--- config.mk ---
export PLATFORM = sky130hd
export DESIGN_NAME = cfg_stream_host
export DESIGN_NICKNAME = d
export VERILOG_FILES = /design/src/rtl/cfg_stream_pkg.sv /design/src/rtl/cfg_sync.sv /design/src/rtl/cfg_burst_limit.sv /design/src/rtl/cfg_seq_fsm.sv /design/src/rtl/cfg_stream_host.sv
export SDC_FILE = /design/constraint.sdc
export NUM_CORES = 1
export LEC_CHECK = 0
export BUFFER_PORTS_ARGS = -buffer_cell sky130_fd_sc_hd__buf_2
export CORE_ASPECT_RATIO = 0.75
export CORE_UTILIZATION = 46
export DETAILED_ROUTE_END_ITERATION = 8
export GPL_TIMING_DRIVEN = 0
export PLACE_DENSITY = 0.88
export SLEW_MARGIN = 15
export SYNTH_ARGS = -nofsm -noshare
export SYNTH_HDL_FRONTEND = slang
export SYNTH_SLANG_ARGS = --single-unit
export TNS_END_PERCENT = 30
--- constraint.sdc ---
create_clock -name clk -period 2.25 [get_ports clk]
set_clock_uncertainty 0.05 [all_clocks]
set_input_delay 0.1125 -clock clk [delete_from_list [all_inputs] [get_ports clk]]
set_output_delay 0.1125 -clock clk [all_outputs]
set_load 0.1 [all_outputs]
--- src/rtl/cfg_stream_pkg.sv ---
package cfg_stream_pkg;

    // Depth of the clock-crossing chain on target inputs.
    localparam int SYNC_STAGES = 2;
    // Words the target tolerates after it withdraws ready.
    localparam int TRAIL_MAX   = 6;

    typedef enum logic [1:0] {
        ST_IDLE   = 2'd0,
        ST_REQ    = 2'd1,
        ST_REL    = 2'd2,
        ST_STREAM = 2'd3
    } cfg_state_e;

    function automatic bit width_ok(input int w);
        return (w == 8) || (w == 16) || (w == 32);
    endfunction

endpackage

--- src/rtl/cfg_sync.sv ---
module cfg_sync #(
    parameter int STAGES = 2
) (
    input  logic clk,
    input  logic rst,
    input  logic din,
    output logic dout
);

    logic [STAGES-1:0] chain;

    // Flops clear immediately on reset, without waiting for a clock.
    always_ff @(posedge clk or posedge rst) begin
        if (rst) chain <= '0;
        else     chain <= {chain[STAGES-2:0], din};
    end

    assign dout = chain[STAGES-1];

    if (STAGES == 2) begin : g_chk

        sync_delay_chk: assert property (@(posedge clk) disable iff (rst)
            dout |-> $past(din, 2));
    end

endmodule

--- src/rtl/cfg_burst_limit.sv ---
module cfg_burst_limit #(
    parameter int LIMIT = 4
) (
    input  logic clk,
    input  logic rst,
    input  logic arm,
    input  logic rdy_s,
    input  logic sent,
    output logic allow
);

    localparam int CW = $clog2(LIMIT + 1);
    localparam logic [CW-1:0] LIM_V = CW'(LIMIT);

    logic [CW-1:0] cnt;

    // Outside streaming the budget is spent, so a fresh load needs ready first.
    always_ff @(posedge clk) begin
        if (rst)                        cnt <= LIM_V;
        else if (arm)                   cnt <= LIM_V;
        else if (rdy_s)                 cnt <= '0;
        else if (sent && cnt < LIM_V)   cnt <= cnt + CW'(1);
    end

    assign allow = rdy_s || (cnt < LIM_V);


    cnt_bound_chk: assert property (@(posedge clk) disable iff (rst)
        cnt <= LIM_V);


    trail_step_chk: assert property (@(posedge clk) disable iff (rst)
        (!arm && !rdy_s && sent) |=> (cnt == $past(cnt) + CW'(1)));

endmodule

--- src/rtl/cfg_seq_fsm.sv ---
module cfg_seq_fsm
    import cfg_stream_pkg::*;
#(
    parameter int CNT_W = 16
) (
    input  logic             clk,
    input  logic             rst,
    input  logic             start,
    input  logic [CNT_W-1:0] word_count,
    input  logic             stat_ok,
    input  logic             allow,
    input  logic             src_valid,
    output logic             req_n,
    output logic             arm,
    output logic             fire,
    output logic             done,
    output logic             error
);

    cfg_state_e       state;
    logic [CNT_W-1:0] remain;

    assign req_n = (state != ST_REQ);
    assign arm   = (state != ST_STREAM);
    assign fire  = (state == ST_STREAM) && stat_ok && allow && src_valid
                   && (remain != '0);

    always_ff @(posedge clk) begin
        if (rst) begin
            state  <= ST_IDLE;
            remain <= '0;
            done   <= 1'b0;
            error  <= 1'b0;
        end else begin
            done <= 1'b0;
            unique case (state)
                ST_IDLE: begin
                    if (start) begin
                        remain <= word_count;
                        error  <= 1'b0;
                        state  <= ST_REQ;
                    end
                end
                ST_REQ: begin
                    if (!stat_ok) state <= ST_REL;
                end
                ST_REL: begin
                    if (stat_ok) state <= ST_STREAM;
                end
                ST_STREAM: begin
                    if (!stat_ok) begin
                        error <= 1'b1;
                        state <= ST_IDLE;
                    end else if (remain == '0) begin
                        done  <= 1'b1;
                        state <= ST_IDLE;
                    end else if (fire) begin
                        remain <= remain - CNT_W'(1);
                    end
                end
                default: state <= ST_IDLE;
            endcase
        end
    end


    release_order_chk: assert property (@(posedge clk) disable iff (rst)
        $rose(req_n) |-> !$past(stat_ok));


    done_pulse_chk: assert property (@(posedge clk) disable iff (rst)
        done |=> !done);


    abort_chk: assert property (@(posedge clk) disable iff (rst)
        (state == ST_STREAM && !stat_ok) |=> (error && state == ST_IDLE && !fire));

endmodule

--- src/rtl/cfg_stream_host.sv ---
module cfg_stream_host
    import cfg_stream_pkg::*;
#(
    parameter int DATA_W    = 32,
    parameter int CNT_W     = 16,
    parameter int POST_DROP = 4
) (
    input  logic              clk,
    input  logic              rst,
    input  logic              start,
    input  logic [CNT_W-1:0]  word_count,
    output logic              cfg_req_n,
    input  logic              cfg_status_n,
    input  logic [DATA_W-1:0] src_data,
    input  logic              src_valid,
    output logic              src_ready,
    output logic [DATA_W-1:0] tgt_data,
    output logic              tgt_valid,
    input  logic              tgt_ready,
    output logic              done,
    output logic              error
);

    if (!width_ok(DATA_W)) begin : g_bad_width
        $error("DATA_W must be 8, 16 or 32");
    end
    if (POST_DROP + SYNC_STAGES > TRAIL_MAX || POST_DROP < 1) begin : g_bad_budget
        $error("POST_DROP plus synchronizer depth exceeds trailing word limit");
    end

    logic rdy_s;
    logic stat_ok;
    logic allow;
    logic arm;
    logic fire;

    cfg_sync #(.STAGES(SYNC_STAGES)) u_rdy_sync (
        .clk  (clk),
        .rst  (rst),
        .din  (tgt_ready),
        .dout (rdy_s)
    );

    cfg_sync #(.STAGES(SYNC_STAGES)) u_stat_sync (
        .clk  (clk),
        .rst  (rst),
        .din  (cfg_status_n),
        .dout (stat_ok)
    );

    cfg_burst_limit #(.LIMIT(POST_DROP)) u_limit (
        .clk   (clk),
        .rst   (rst),
        .arm   (arm),
        .rdy_s (rdy_s),
        .sent  (fire),
        .allow (allow)
    );

    cfg_seq_fsm #(.CNT_W(CNT_W)) u_seq (
        .clk        (clk),
        .rst        (rst),
        .start      (start),
        .word_count (word_count),
        .stat_ok    (stat_ok),
        .allow      (allow),
        .src_valid  (src_valid),
        .req_n      (cfg_req_n),
        .arm        (arm),
        .fire       (fire),
        .done       (done),
        .error      (error)
    );

    assign tgt_data  = src_data;
    assign tgt_valid = fire;
    assign src_ready = fire;

endmodule

==> flow_metrics.py, run 1 <==
metrics = {
    "outcome": {
        "status": "finished, final reports clean",
    },
    "yosys": {
        "ys.flop_type": "dfxtp_1",
        "synth_seq_area_share_pct": 31.0,
        "synth_edf_count": 0,
        "ys_seq_elements": 27,
        "synth_nets": 273,
        "syn_area_per_cell_um2": 8.48,
        "synth_cell_types": 54,
        "syn_inst": 213,
        "async_reset_ff_share_pct": 14.8,
        "yosys_warnings": 0,
        "synth.cell_area_um2": 1810,
    },
    "min_path": {
        "hold_start": "word_count[7]",
        "worstHoldPathType": "in2reg",
        "holdPathStages": 3,
        "whs_endpoint": "u_seq.remain[7]$_SDFFE_PP0P_",
    },
    "detailed_routing": {
        "initialDrtViolationCount": 121,
        "totalWireLength_mm": 4.25,
        "drc": 0,
        "first_pass_iters": 4,
        "vias_per_cell": 5.28,
        "drtAntennaViolNets": 0,
        "via_count": 1743,
        "avgRoutedWirePerCell_um": 12.9,
    },
    "setup_path": {
        "max_stage_delay_ns": 0.35,
        "crit_slowest_cell": "dfxtp_2",
        "end_kind": "primary output",
        "reg2reg_slack_ns": 0.13,
        "crit_type": "reg2out",
        "start_kind": "flip-flop",
        "cp_data_required_time_ns": 2.09,
        "r2r-end": "u_seq.remain[13]$_SDFFE_PP0P_",
        "crit_fanout": 10,
        "arrival_ns": 2.00,
        "reg2regPathDepth": 9,
        "path_cells": "inv_2, ha_2, nor3b_4, and4_4, buf_8, a21oi_4, clkbuf_4",
        "r2r_start": "u_seq.state[0]$_SDFFE_PP0P_",
    },
    "final_layout": {
        "syn2layout_area_growth_pct": 27.0,
        "drive_gt1_share_pct": 41.7,
        "num_antenna_cells": 0,
        "fin_nets": 339,
        "finalNonFillerCells": 330,
        "filler_cell_count": 327,
        "fin_area_um2": 2290,
    },
    "pwr": {
        "internal_power_mw": 1.18,
        "peakVddDrop_v": 0.000519,
        "combinationalPowerShare_pct": 59.8,
        "power-per-cell-area_nw_per_um2": 1060,
        "pwr-share-clk_pct": 11.7,
        "p_seq_share_pct": 28.5,
        "p_switching_mw": 1.25,
        "swShare_pct": 51.3,
        "leakage_nw": 0.984,
    },
    "timing": {
        "period_share_pct": 96.0,
        "slew_headroom_pct": 49.8,
        "setup_viol": 0,
        "fin_tns_setup_ns": 0,
        "worst_pin_slew_ns": 0.747,
        "hold_viol": 0,
        "final_max_slew_viol_count": 0,
        "max_freq_ghz": 0.463,
        "min_period_ns": 2.16,
    },
    "placed_design": {
        "portBuffers": 58,
        "hpwl_mm": 3.13,
        "place_congestion": 0.799,
        "placed_cell_area_um2": 2170,
        "dp_cells": 323,
    },
    "global_routing": {
        "grt_pass1_vias": 1491,
        "grt_pass1_wl_mm": 6.64,
        "track_usage_pct": 20.4,
        "grt-ovfl-total": 0,
        "grt_max_degree": 15,
        "antenna_found_initial": 0,
    },
    "floorplanning": {
        "die_y_um": 56.3,
        "die_w_um": 74.4,
        "start_util_pct": 48.7,
        "pin_count": 91,
        "rows": 19,
        "die_area_um2": 4180,
        "coreArea_um2": 3710,
    },
    "clock_tree": {
        "htree_levels": 1,
        "numCtsBuffers": 3,
        "post_cts_buffers": 0,
        "clk_pin_slew_ns": 0.10,
        "cts_root_buf": "clkbuf_8",
        "clk_latency_ns": 0.28,
        "cts_tree": "yes",
        "clk_path_buf_depth": 2,
        "clock_sink_count": 27,
    },
    "job": {
        "cap_violations": 0,
    },
}
-- cells in the mapped netlist, types with 2 or more instances --
master	instances	area share [%]
o211ai_1	3	1.2
nand4b_1	2	0.97
buf_2	2	0.55
nor2_1	13	2.7
clkbuf_1	5	1.0
nand2b_1	3	1.0
dfxtp_1	23	25
ha_1	6	4.2
nor2b_1	2	0.69
a211oi_2	2	1.4
nor3_2	2	1.1
dfrtp_1	4	5.5
o21ai_2	2	0.97
buf_6	2	1.2
a221oi_1	2	0.97
or3_1	3	1.0
nand2_1	14	2.9
nand3_1	5	1.4
a21oi_1	19	5.3
o21ai_0	7	1.9
a22oi_1	3	1.2
a211oi_1	5	2.1
inv_1	10	2.1
a31oi_1	7	2.4
nand4_1	3	1.0
a32oi_1	2	0.97
o21ai_1	3	0.83
buf_4	33	14
-- how the worst max path moves through the flow --
stage                                            start                             to  slack, ns  cells after the start
final                     u_seq.remain[0]$_SDFFE_PP0P_                      src_ready       0.09                      7
after global routing       u_seq.state[1]$_SDFFE_PP0P_  u_seq.remain[10]$_SDFFE_PP0P_     -0.009                      8
after CTS                  u_seq.state[0]$_SDFFE_PP0P_   u_seq.remain[0]$_SDFFE_PP0P_      -0.01                      7
after detailed placement   u_seq.state[0]$_SDFFE_PP0P_   u_seq.remain[0]$_SDFFE_PP0P_      0.006                      7
after global placement     u_seq.state[0]$_SDFFE_PP0P_   u_seq.remain[0]$_SDFFE_PP0P_       0.05                      7
after floorplan           u_seq.remain[0]$_SDFFE_PP0P_                      tgt_valid      0.005                      7
-- metrics by stage --
| step | hold slack [ns] | util (%) | setup slack [ns] | total power [mW] |
|---|---|---|---|---|
| after floorplan | -0.149 | - | 0.00543 | 1.82 |
| after global placement | 0.00184 | 58.6 | 0.0454 | 2.04 |
| after detailed placement | 0.0104 | 58.6 | 0.00585 | 2.07 |
| after CTS | 0.0367 | 61.0 | -0.0133 | 2.37 |
| after global routing | 0.0301 | 61.9 | -0.00941 | 2.59 |
| final | 0.0342 | 61.9 | 0.0896 | 2.43 |
-- flip-flops by register name, summed over array words and instances, names as in the netlist --
| signal | cells |
|---|---|
| u_seq.done | 1 |
| u_rdy_sync.chain | 2 |
| u_limit.cnt | 3 |
| u_stat_sync.chain | 2 |
| u_seq.remain | 16 |
| u_seq.error | 1 |
| u_seq.state | 2 |
-- routing by layer --
metal / GRT usage [%] / wire length [um] / vias to the layer above
met5: 0 / 0 / -
met4: 3.77 / 27 / 0
met3: 4.67 / 352 / 7
met2: 32.9 / 1990 / 74
met1: 27.7 / 1880 / 787
li1: - / - / 875
-- worst max-delay path: cells and delay by family, from the launching register on --
kind,cells,cell delay [ns]
flip-flops,1,0.35
buffers and inverters,3,0.53
AND/OR/NAND/NOR,2,0.57
AO/OA/AOI/OAI,1,0.08
adder cells (fa/ha/maj),1,0.19
-- layout by cell type (no fill, tap or decap), drive strengths merged, types with 5 or more instances in the layout --
cell,instances
nor2,13
nand3,5
inv,10
ha,6
o21ai,12
clkbuf,10
a211oi,7
a31oi,8
dfxtp,23
buf,94
a21oi,19
nand2,14
-- final cells by class --
cell class | instances | area [um^2] | area share (%)
Buffer | 42 | 307 | 13.4
Clock buffer | 4 | 45.0 | 1.96
Inverter | 10 | 37.5 | 1.64
Multi-Input combinational cell | 134 | 945 | 41.2
Sequential cell | 27 | 563 | 24.5
Tap cell | 52 | 65.1 | 2.84
Timing Repair Buffer | 61 | 333 | 14.5
-- timing repair --
action,in CTS,in global routing
hold buffers,3,0
pin swaps,0,1
endpoints found under the setup margin,3,15
hold endpoints to repair,6,0
gates resized for setup,3,10
-- power groups by stage --
stage	clock network, mW	logic [mW]	registers, mW
6_report	0.284	1.45	0.693
5_1_grt	0.306	1.59	0.704
4_1_cts	0.286	1.40	0.686
3_5_place_dp	0	1.38	0.691
3_3_place_gp	0	1.36	0.685
2_1_floorplan	0	1.14	0.672
-- kinds of logic after synthesis --
logic type / Yosys count / synth area share [%]
adders and majority gates: 6 / 4.16
xor gates and xnor gates: 1 / 0.485
muxes: 1 / 0.554
DFF: 27 / 31.0
buffers and inverters: 52 / 18.6
AOI/OAI and AO/OA: 68 / 26.4
and+or+nand+nor: 58 / 18.8
Power figures use the tool's default switching activity.
==> run 2, diff against run 1 <==
--- a/config.mk
+++ b/config.mk
@@ -6,7 +6,7 @@
 export NUM_CORES = 1
 export LEC_CHECK = 0
 export BUFFER_PORTS_ARGS = -buffer_cell sky130_fd_sc_hd__buf_2
-export CORE_ASPECT_RATIO = 0.75
+export CORE_ASPECT_RATIO = 1.25
 export CORE_UTILIZATION = 46
 export DETAILED_ROUTE_END_ITERATION = 8
 export GPL_TIMING_DRIVEN = 0
==> run 2 against run 1 <==
- the flow now finishes with violations (DRC)
- global-route usage fell by 0.13 points
- sequential power fell by 1%
- die area barely moved
- wire length fell by 2.5%
- sequential cell count did not move
- combinational power barely moved
- final area barely moved
- core utilization fell by 1.3 points
- register-to-register slack barely moved
- power rose by 0.52%
- first-iteration DRC count fell by 30%
- critical path type unchanged
- highest routed layer unchanged
==> flow_metrics.py, run 2 (synthesized netlist as in run 1, its figures left out) <==
metrics = {
    "setup_path": {
        "cp_data_required_time_ns": 2.09,
        "reg2reg_slack_ns": 0.13,
        "r2r_start": "u_seq.state[0]$_SDFFE_PP0P_",
        "crit_type": "reg2out",
        "end_kind": "primary output",
        "reg2regPathDepth": 7,
        "start_kind": "flip-flop",
        "r2r-end": "u_seq.remain[10]$_SDFFE_PP0P_",
        "crit_fanout": 10,
        "arrival_ns": 2.03,
    },
    "timing": {
        "setup_viol": 0,
        "max_freq_ghz": 0.456,
        "period_share_pct": 97.5,
        "fin_tns_setup_ns": 0,
        "hold_viol": 0,
        "worst_pin_slew_ns": 0.766,
        "final_max_slew_viol_count": 0,
        "min_period_ns": 2.19,
        "worst_slack_ns": 0.0569,
        "slew_headroom_pct": 48.5,
    },
    "detailed_routing": {
        "drtAntennaViolNets": 0,
        "drc": 2,
        "initialDrtViolationCount": 85,
        "first_pass_iters": 6,
        "vias_per_cell": 5.43,
        "via_count": 1809,
        "avgRoutedWirePerCell_um": 12.4,
        "totalWireLength_mm": 4.14,
    },
    "outcome": {
        "failed_checks": "DRC",
        "status": "finished, violations left",
    },
    "placed_design": {
        "portBuffers": 58,
        "hpwl_mm": 3.09,
        "pre_cts_ws_ns": 0.00331,
        "place_congestion": 0.852,
    },
    "pwr": {
        "power_mw": 2.44,
        "power-per-cell-area_nw_per_um2": 1070,
        "leakage_nw": 0.986,
        "peakVddDrop_v": 0.000475,
    },
    "floorplanning": {
        "die_area_um2": 4180,
        "pin_count": 91,
        "coreArea_um2": 3780,
        "rows": 25,
        "die_y_um": 72.1,
        "die_w_um": 58.1,
        "start_util_pct": 47.7,
    },
    "final_layout": {
        "num_antenna_cells": 0,
        "fin_nets": 340,
        "largest_register_ffs": 16,
        "final_common_cell": "buf_2",
        "final_util_pct": 60.6,
        "drive_gt1_share_pct": 40.9,
        "syn2layout_area_growth_pct": 26.9,
        "top_register": "u_seq.remain",
        "top_regs": "u_seq.remain: 16 flops, u_limit.cnt: 3 flops",
        "final_cell_mix": "buf_2, buf_4, dfxtp_1, a21oi_1, nand2_1",
    },
    "min_path": {
        "worstHoldPathType": "in2reg",
        "hold_start": "word_count[3]",
        "holdPathStages": 3,
        "whs_endpoint": "u_seq.remain[3]$_SDFFE_PP0P_",
    },
    "clock_tree": {
        "cts_tree": "yes",
        "clk_path_buf_depth": 2,
        "clk_latency_ns": 0.28,
        "numCtsBuffers": 3,
        "clk_pin_slew_ns": 0.09,
        "cts_root_buf": "clkbuf_8",
        "htree_levels": 1,
        "clock_sink_count": 27,
    },
    "global_routing": {
        "grt_pass1_vias": 1594,
        "grt_max_degree": 15,
        "antenna_found_initial": 0,
        "grt_pass1_wl_mm": 6.65,
        "grt-ovfl-total": 0,
        "track_usage_pct": 20.2,
    },
    "job": {
        "cap_violations": 0,
    },
}
run 2: final cells by class:
class,instances,area [um^2]
Buffer,42,302
Tap cell,54,67.6
Clock buffer,4,45.0
Multi-Input combinational cell,134,945
Fill cell,348,1490
Timing Repair Buffer,62,337
Inverter,10,37.5
Sequential cell,27,561
run 2: power by group:
group	internal, mW	leakage [nW]	switching [mW]	total, mW
sequential	0.575	0.235	0.109	0.684
clock	0.128	0.0228	0.159	0.287
combinational	0.489	0.728	0.983	1.47
run 2: worst max-delay path by stage:
stage	endpoint	start	cells after the start
after floorplan	tgt_valid	u_seq.remain[0]$_SDFFE_PP0P_	7
after global placement	u_seq.remain[0]$_SDFFE_PP0P_	u_seq.state[0]$_SDFFE_PP0P_	7
after detailed placement	u_seq.remain[0]$_SDFFE_PP0P_	u_seq.state[1]$_SDFFE_PP0P_	8
after CTS	src_ready	u_seq.remain[0]$_SDFFE_PP0P_	7
after global routing	tgt_valid	u_seq.remain[0]$_SDFFE_PP0P_	8
final	tgt_valid	u_seq.remain[0]$_SDFFE_PP0P_	8
run 2: what timing repair did:
| action | in CTS | in global routing |
|---|---|---|
| setup endpoints to repair | 4 | 6 |
| resized for setup | 5 | 3 |
| hold buffers | 3 | 0 |
| setup buffers | 0 | 1 |
| endpoints found under the hold margin | 6 | 0 |
| pin swaps | 0 | 1 |
run 2: per-stage QoR:
| step | area (um^2) | hold slack, ns | instances |
|---|---|---|---|
| floorplan | 1820 | -0.149 | 213 |
| global placement | 2180 | 0.00450 | 325 |
| detailed placement | 2180 | 0.00694 | 325 |
| CTS | 2280 | 0.0435 | 332 |
| global route | 2290 | 0.0543 | 333 |
| finish | 2290 | 0.0415 | 333 |
run 2: worst max-delay path: stages (launching register included):
cell and delay (ns):
dfxtp_1 0.34, inv_1 0.10, ha_1 0.21, nor3b_4 0.28, and4_4 0.26, buf_6 0.15
a21oi_4 0.07, buf_4 0.17, buf_6 0.17
run 2: per-layer routing:
metal	vias to the layer above	share of wire [%]	GRT usage, %
met5	-	0	0
met4	0	3.1	13.0
met3	11	6.8	2.14
met2	94	50	35.8
met1	824	40	22.8
li1	880	-	-
